<file path="src/rtl/fifo_pkg.sv">
package fifo_pkg;

    typedef enum logic [1:0] {
        FILL_EMPTY   = 2'd0,
        FILL_PARTIAL = 2'd1,
        FILL_FULL    = 2'd2
    } fill_state_t;

endpackage

</file>
<file path="src/rtl/fifo_mem.sv">
module fifo_mem #(
    parameter int DW    = 8,
    parameter int DEPTH = 8,
    localparam int AW   = (DEPTH > 1) ? $clog2(DEPTH) : 1
) (
    input  logic          clk,
    input  logic          we,
    input  logic [AW-1:0] waddr,
    input  logic [DW-1:0] wdata,
    input  logic [AW-1:0] raddr,
    output logic [DW-1:0] rdata
);

    logic [DW-1:0] store [DEPTH];

    always_ff @(posedge clk) begin
        if (we) begin
            store[waddr] <= wdata;
        end
    end

    assign rdata = store[raddr];

endmodule

</file>
<file path="src/rtl/fifo_ctrl.sv">
module fifo_ctrl
    import fifo_pkg::*;
#(
    parameter int DEPTH     = 8,
    parameter int NF_GAP    = 1,
    parameter int NE_LEVEL  = 1,
    parameter bit CHECK_OVF = 1'b1,
    parameter bit CHECK_UNF = 1'b1,
    localparam int AW       = (DEPTH > 1) ? $clog2(DEPTH) : 1,
    localparam int CW       = $clog2(DEPTH + 1)
) (
    input  logic          clk,
    input  logic          rst_n,
    input  logic          clear,
    input  logic          wr_en,
    input  logic          rd_en,
    output logic          wr_ok,
    output logic          rd_ok,
    output logic [AW-1:0] wr_ptr,
    output logic [AW-1:0] rd_ptr,
    output logic [AW-1:0] rd_ptr_nxt,
    output logic [CW-1:0] level,
    output logic          full,
    output logic          empty,
    output logic          almost_full,
    output logic          almost_empty
);

    fill_state_t   state_q, state_d;
    logic [CW-1:0] count_q, count_d;
    logic [AW-1:0] wp_q, rp_q;
    logic          push_only, pop_only;

    function automatic logic [AW-1:0] step_ptr(input logic [AW-1:0] p);
        return (p == AW'(DEPTH - 1)) ? '0 : p + 1'b1;
    endfunction

    // Strobe gating by the protection options
    assign wr_ok = wr_en & ~(CHECK_OVF && (state_q == FILL_FULL));
    assign rd_ok = rd_en & ~(CHECK_UNF && (state_q == FILL_EMPTY));
    assign push_only = wr_ok & ~rd_ok;
    assign pop_only  = rd_ok & ~wr_ok;
    assign rd_ptr_nxt = rd_ok ? step_ptr(rp_q) : rp_q;

    // Transitions
    always_comb begin
        state_d = state_q;
        unique case (state_q)
            FILL_EMPTY: begin
                if (push_only) state_d = FILL_PARTIAL;
            end
            FILL_PARTIAL: begin
                if (push_only && count_q == CW'(DEPTH - 1)) state_d = FILL_FULL;
                else if (pop_only && count_q == CW'(1))      state_d = FILL_EMPTY;
            end
            FILL_FULL: begin
                if (pop_only) state_d = FILL_PARTIAL;
            end
            default: state_d = FILL_EMPTY;
        endcase
    end

    always_comb begin
        count_d = count_q;
        if (push_only && count_q != CW'(DEPTH)) count_d = count_q + 1'b1;
        else if (pop_only && count_q != '0)     count_d = count_q - 1'b1;
    end

    // State register and pointers
    always_ff @(posedge clk or negedge rst_n) begin
        if (!rst_n) begin
            state_q <= FILL_EMPTY;
            count_q <= '0;
            wp_q    <= '0;
            rp_q    <= '0;
        end else if (clear) begin
            state_q <= FILL_EMPTY;
            count_q <= '0;
            wp_q    <= '0;
            rp_q    <= '0;
        end else begin
            state_q <= state_d;
            count_q <= count_d;
            if (wr_ok) wp_q <= step_ptr(wp_q);
            rp_q <= rd_ptr_nxt;
        end
    end

    // Outputs
    always_comb begin
        full         = (state_q == FILL_FULL);
        empty        = (state_q == FILL_EMPTY);
        almost_full  = (count_q >= CW'(DEPTH - NF_GAP));
        almost_empty = (count_q <= CW'(NE_LEVEL));
        level        = count_q;
        wr_ptr       = wp_q;
        rd_ptr       = rp_q;
    end

endmodule

</file>
<file path="src/rtl/fifo_out_stage.sv">
module fifo_out_stage #(
    parameter int DW        = 8,
    parameter int AW        = 3,
    parameter bit SHOWAHEAD = 1'b0
) (
    input  logic          clk,
    input  logic          rst_n,
    input  logic          clear,
    input  logic          wr_ok,
    input  logic          rd_ok,
    input  logic [AW-1:0] wr_ptr,
    input  logic [AW-1:0] rd_ptr,
    input  logic [AW-1:0] rd_ptr_nxt,
    input  logic [DW-1:0] wr_data,
    input  logic [DW-1:0] mem_rdata,
    output logic [AW-1:0] mem_raddr,
    output logic [DW-1:0] rd_data
);

    logic [DW-1:0] dout_q, dout_d;
    logic          load;

    generate
        if (SHOWAHEAD) begin : g_fall_through
            logic hit;
            // A push landing in the slot that is about to become the head
            assign hit       = wr_ok && (wr_ptr == rd_ptr_nxt);
            assign mem_raddr = rd_ptr_nxt;
            assign load      = rd_ok | hit;
            assign dout_d    = hit ? wr_data : mem_rdata;
        end else begin : g_classic
            logic unused_ok;
            assign unused_ok = wr_ok ^ (|wr_ptr) ^ (|rd_ptr_nxt) ^ (|wr_data);
            assign mem_raddr = rd_ptr;
            assign load      = rd_ok;
            assign dout_d    = mem_rdata;
        end
    endgenerate

    always_ff @(posedge clk or negedge rst_n) begin
        if (!rst_n)       dout_q <= '0;
        else if (clear)   dout_q <= '0;
        else if (load)    dout_q <= dout_d;
    end

    assign rd_data = dout_q;

endmodule

</file>
<file path="src/rtl/sync_fifo_sa.sv">
module sync_fifo_sa #(
    parameter int DW        = 8,
    parameter int DEPTH     = 8,
    parameter int NF_GAP    = 1,
    parameter int NE_LEVEL  = 1,
    parameter bit SHOWAHEAD = 1'b0,
    parameter bit CHECK_OVF = 1'b1,
    parameter bit CHECK_UNF = 1'b1,
    parameter bit ASYNC_RST = 1'b1,
    localparam int AW       = (DEPTH > 1) ? $clog2(DEPTH) : 1,
    localparam int CW       = $clog2(DEPTH + 1)
) (
    input  logic          clk,
    input  logic          arst_n,
    input  logic          clear,
    input  logic          wr_en,
    input  logic [DW-1:0] wr_data,
    input  logic          rd_en,
    output logic [DW-1:0] rd_data,
    output logic          full,
    output logic          empty,
    output logic          almost_full,
    output logic          almost_empty,
    output logic [CW-1:0] level
);

    logic          rst_n;
    logic          wr_ok, rd_ok;
    logic [AW-1:0] wr_ptr, rd_ptr, rd_ptr_nxt, mem_raddr;
    logic [DW-1:0] mem_rdata;

    assign rst_n = ASYNC_RST ? arst_n : 1'b1;

    fifo_ctrl #(
        .DEPTH(DEPTH), .NF_GAP(NF_GAP), .NE_LEVEL(NE_LEVEL),
        .CHECK_OVF(CHECK_OVF), .CHECK_UNF(CHECK_UNF)
    ) u_ctrl (
        .clk(clk), .rst_n(rst_n), .clear(clear),
        .wr_en(wr_en), .rd_en(rd_en),
        .wr_ok(wr_ok), .rd_ok(rd_ok),
        .wr_ptr(wr_ptr), .rd_ptr(rd_ptr), .rd_ptr_nxt(rd_ptr_nxt),
        .level(level), .full(full), .empty(empty),
        .almost_full(almost_full), .almost_empty(almost_empty)
    );

    fifo_mem #(.DW(DW), .DEPTH(DEPTH)) u_mem (
        .clk(clk), .we(wr_ok), .waddr(wr_ptr), .wdata(wr_data),
        .raddr(mem_raddr), .rdata(mem_rdata)
    );

    fifo_out_stage #(.DW(DW), .AW(AW), .SHOWAHEAD(SHOWAHEAD)) u_out (
        .clk(clk), .rst_n(rst_n), .clear(clear),
        .wr_ok(wr_ok), .rd_ok(rd_ok),
        .wr_ptr(wr_ptr), .rd_ptr(rd_ptr), .rd_ptr_nxt(rd_ptr_nxt),
        .wr_data(wr_data), .mem_rdata(mem_rdata),
        .mem_raddr(mem_raddr), .rd_data(rd_data)
    );

endmodule

</file>
<file path="config.mk">
export PLATFORM = sky130hd
export DESIGN_NAME = sync_fifo_sa
export DESIGN_NICKNAME = d
export VERILOG_FILES = /design/src/rtl/fifo_pkg.sv /design/src/rtl/fifo_mem.sv /design/src/rtl/fifo_ctrl.sv /design/src/rtl/fifo_out_stage.sv /design/src/rtl/sync_fifo_sa.sv
export SDC_FILE = /design/constraint.sdc
export NUM_CORES = 1
export LEC_CHECK = 0
export BUFFER_PORTS_ARGS = -buffer_cell sky130_fd_sc_hd__buf_2
export CORE_ASPECT_RATIO = 0.75
export CORE_MARGIN = 4
export CORE_UTILIZATION = 40
export CTS_CLUSTER_SIZE = 16
export DETAILED_ROUTE_END_ITERATION = 8
export PLACE_DENSITY_LB_ADDON = 0.1
export SLEW_MARGIN = 30
export SYNTH_ARGS = -nofsm -noshare
export SYNTH_HDL_FRONTEND = slang
export SYNTH_SLANG_ARGS = --single-unit
</file>
<file path="constraint.sdc">
create_clock -name clk -period 3.9 [get_ports clk]
set_input_delay 0 -clock clk [delete_from_list [all_inputs] [get_ports clk]]
set_output_delay 0 -clock clk [all_outputs]
set_load 0.02 [all_outputs]
</file>
==> reports/results.tsv <==
metric	value	unit
final instance area	0.004295	sq mm
Async SR Flop Fraction	23.81	%
pre-CTS WS	1.692	ns
crit path buf inv count	0	
RSZ-0062 raised after global routing	no	
number of post-CTS setup repair buffers	0	
GR Overflow Total	0	
VDD IR-drop max	0.2983	mV
syn nets	247	
RePlAce Congestion	0.7669	
CP max-delay cell	nor2_1	
detailed router's first-iteration violation count	103	
clk slew on worst S/H paths	0.06	ns
top_reg_cell synth	edfxtp_1	
Pwr Total	2.136	mW
hold buffers post-CTS	10	
Buffers on Ports	28	
total CTS buffers	9	
Synth Instances	226	
Synth area leaders	edfxtp_1 53%, dfrtp_1 14%, mux4_2 9.9%	
vias in the first global route	2088	
dominant cell type by area after synthesis	edfxtp_1	
Core Rows	29	
WL per Instance	18.59	microns
Power Density	497.2	mW/mm^2
# IOs	29	
initial core utilization	42.03	%
Clock power frac	41.2	%
Final WS setup	1.622	ns
initial antenna violation count	0	
DP HPWL	4675	microns
Total Wirelength	7066	microns
skew final	0.005069	ns
Slew Limit Fails	0	
critical path fanouts, max	8	
yosys warns	0	
final setup vio count	0	
Area growth, synth to finish	17.85	%
WP data required	3.86	ns
P_sw	0.4810	mW
Die H	90.67	microns
DR vias/cell	5.297	
NumNets Final	288	
share of cells above drive strength 1	29.41	%
f_max	0.4389	GHz
Resized Gates After CTS	0	
Flop pwr share	48.3	%
Synth Area per Inst	16.13	sq um
Total GRT Usage	14.62	%
Fin. Hold Viols	0	
CP max stage delay	0.69	ns
CP arrival	2.23	ns
Post-DRT Antenna Nets	0	
Placed Area	0.003882	sq mm
H-tree lvl count	3	
via count	2013	
Die Area	0.01072	sq mm
Skew-Pair Late Insertion Delay	0.34	ns
post-route minimum period	2.278	ns
total internal power	1.655	mW
max cap viols	0	
synthesized flop and latch total	84	
Slew headroom	38.40	%
TritonCTS clock tree	built	
clock root cell	clkbuf_16	
sw frac	22.52	%
Comb pwr share	10.5	%
crit path capture type	flip-flop	
Min-Delay Path Class	input port to flip-flop	
CP Cell Sequence	nand2b_2 -> nand2_1 -> or2_2 -> nor2_1	
Post-Route Setup TNS	0	ns
CTS sink cnt	84	
P_leak	1.574	nW
Setup crit start kind	flip-flop	
cell family with most CP delay	simple AND/OR/NAND/NOR gates	
Distinct cells, synth	47	
pin count of the biggest net entering global routing	21	
fill cell count	739	
outcome	finished clean	
ANT cells	0	
top-area cell type share of the netlist area	52.73	%
number of flops mapped to enable cells by yosys	64	
CTS max path bufs	2	
# DRC	0	
Least-Margin Pin Slew	0.9206	ns
share of the yosys chip area belonging to registers	66.46	%
1st-pass router iterations	4	
Die X	118.2	microns
global-route wire length before repair	11710	microns
crit path kind	flip-flop to flip-flop	
Core ar.	0.008672	sq mm
Post-Syn Area	0.003645	sq mm
period utilisation layout	58.42	%
-- per-layer routing --
| layer | vias to the layer above | global-route usage, % | share of wire (%) |
|---|---|---|---|
| li1 | 958 | - | - |
| met2 | 35 | 20.11 | 44 |
| met4 | 0 | 5.854 | 1.5 |
| met3 | 8 | 4.258 | 4.0 |
| met5 | - | 0 | 0 |
| met1 | 1012 | 21.62 | 50 |
-- worst paths after layout --
path,slack (ns),start,depth (start not counted),to
worst max-delay path,1.62,u_ctrl.state_q[0]$_DFFE_PN0P_,4,u_mem.store[2][3]$_DFFE_PP_
min in group asynchronous,0.16,arst_n,2,u_ctrl.level[2]$_DFFE_PN0P_
worst min-delay path,0.04,clear,2,u_ctrl.level[0]$_DFFE_PN0P_
max in group asynchronous,3.38,arst_n,2,u_ctrl.rd_ptr[0]$_DFFE_PN0P_
worst min register to register,0.47,u_out.rd_data[5]$_DFFE_PN0P_,2,u_out.rd_data[5]$_DFFE_PN0P_
worst max register to register,1.62,u_ctrl.state_q[0]$_DFFE_PN0P_,4,u_mem.store[2][3]$_DFFE_PP_
-- stage by stage --
stage               util [%]  instances  hold slack [ns]
floorplan                  -        226          -0.2956
global placement       44.58        353         0.002425
detailed placement     44.77        354         0.003398
CTS                    49.50        380          0.02319
global route           49.53        380          0.05809
finish                 49.53        380          0.03710
-- layout by cell type, fill, tap and decap left out, types with 6 or more instances in the layout --
| master | netlist | routed |
|---|---|---|
| ha_1 | 8 | 8 |
| a21oi_1 | 6 | 6 |
| mux2i_1 | 8 | 8 |
| buf_2 | 4 | 28 |
| nand2_1 | 14 | 14 |
| edfxtp_1 | 64 | 64 |
| nor2_1 | 12 | 11 |
| dfrtp_1 | 20 | 19 |
| o21ai_1 | 9 | 9 |
| mux4_2 | 16 | 16 |
| clkbuf_16 | 0 | 9 |
| dlygate4sd3_1 | 0 | 10 |
-- Yosys cell counts (2+ instances only) --
master,n
buf_2,4
nor2_1,12
o21ai_1,9
nand2_1,14
buf_6,3
nor3_1,4
ha_1,8
inv_1,5
nor2b_1,6
or2_2,2
nand4_1,4
mux2i_1,8
a21oi_1,6
a21o_1,3
clkbuf_1,3
mux4_2,16
dfrtp_1,20
nand3_1,4
nand2b_1,4
edfxtp_1,64
-- state kept, by name (all words and copies together), names as in the netlist --
signal and flops:
u_out.rd_data 8, u_ctrl.wr_ptr 3, u_ctrl.level 4, u_mem.store 64, u_ctrl.rd_ptr 3, u_ctrl.state_q 2
-- power groups by stage --
stage / logic [mW] / registers, mW / clock network (mW)
CTS: 0.227 / 1.03 / 0.909
finish: 0.224 / 1.03 / 0.880
floorplan: 0.153 / 1.04 / 0
global route: 0.251 / 1.04 / 0.937
detailed placement: 0.219 / 1.05 / 0
global placement: 0.216 / 1.05 / 0
-- layout make-up --
| cell class | instances | area [sq um] | share of cell area, % |
|---|---|---|---|
| timing repair buffer | 41 | 262.8 | 6.117 |
| tap | 108 | 135.1 | 3.146 |
| inverter | 6 | 22.52 | 0.5243 |
| clock buffer | 11 | 232.7 | 5.418 |
| sequential | 84 | 2424 | 56.42 |
| clock inverter | 5 | 77.57 | 1.806 |
| multi-input combinational | 125 | 1141 | 26.57 |
-- cell families after synthesis --
family                     Yosys count  share of synthesized area (%)
and+or+nand+nor                     58                          8.376
DFF                                 84                          66.46
buffers and inverters               17                          2.506
adders and majority gates            8                          2.746
muxes                               27                          13.42
AOI/OAI and AO/OA                   32                          6.488
Note: power is estimated with default switching activity, not from simulation.
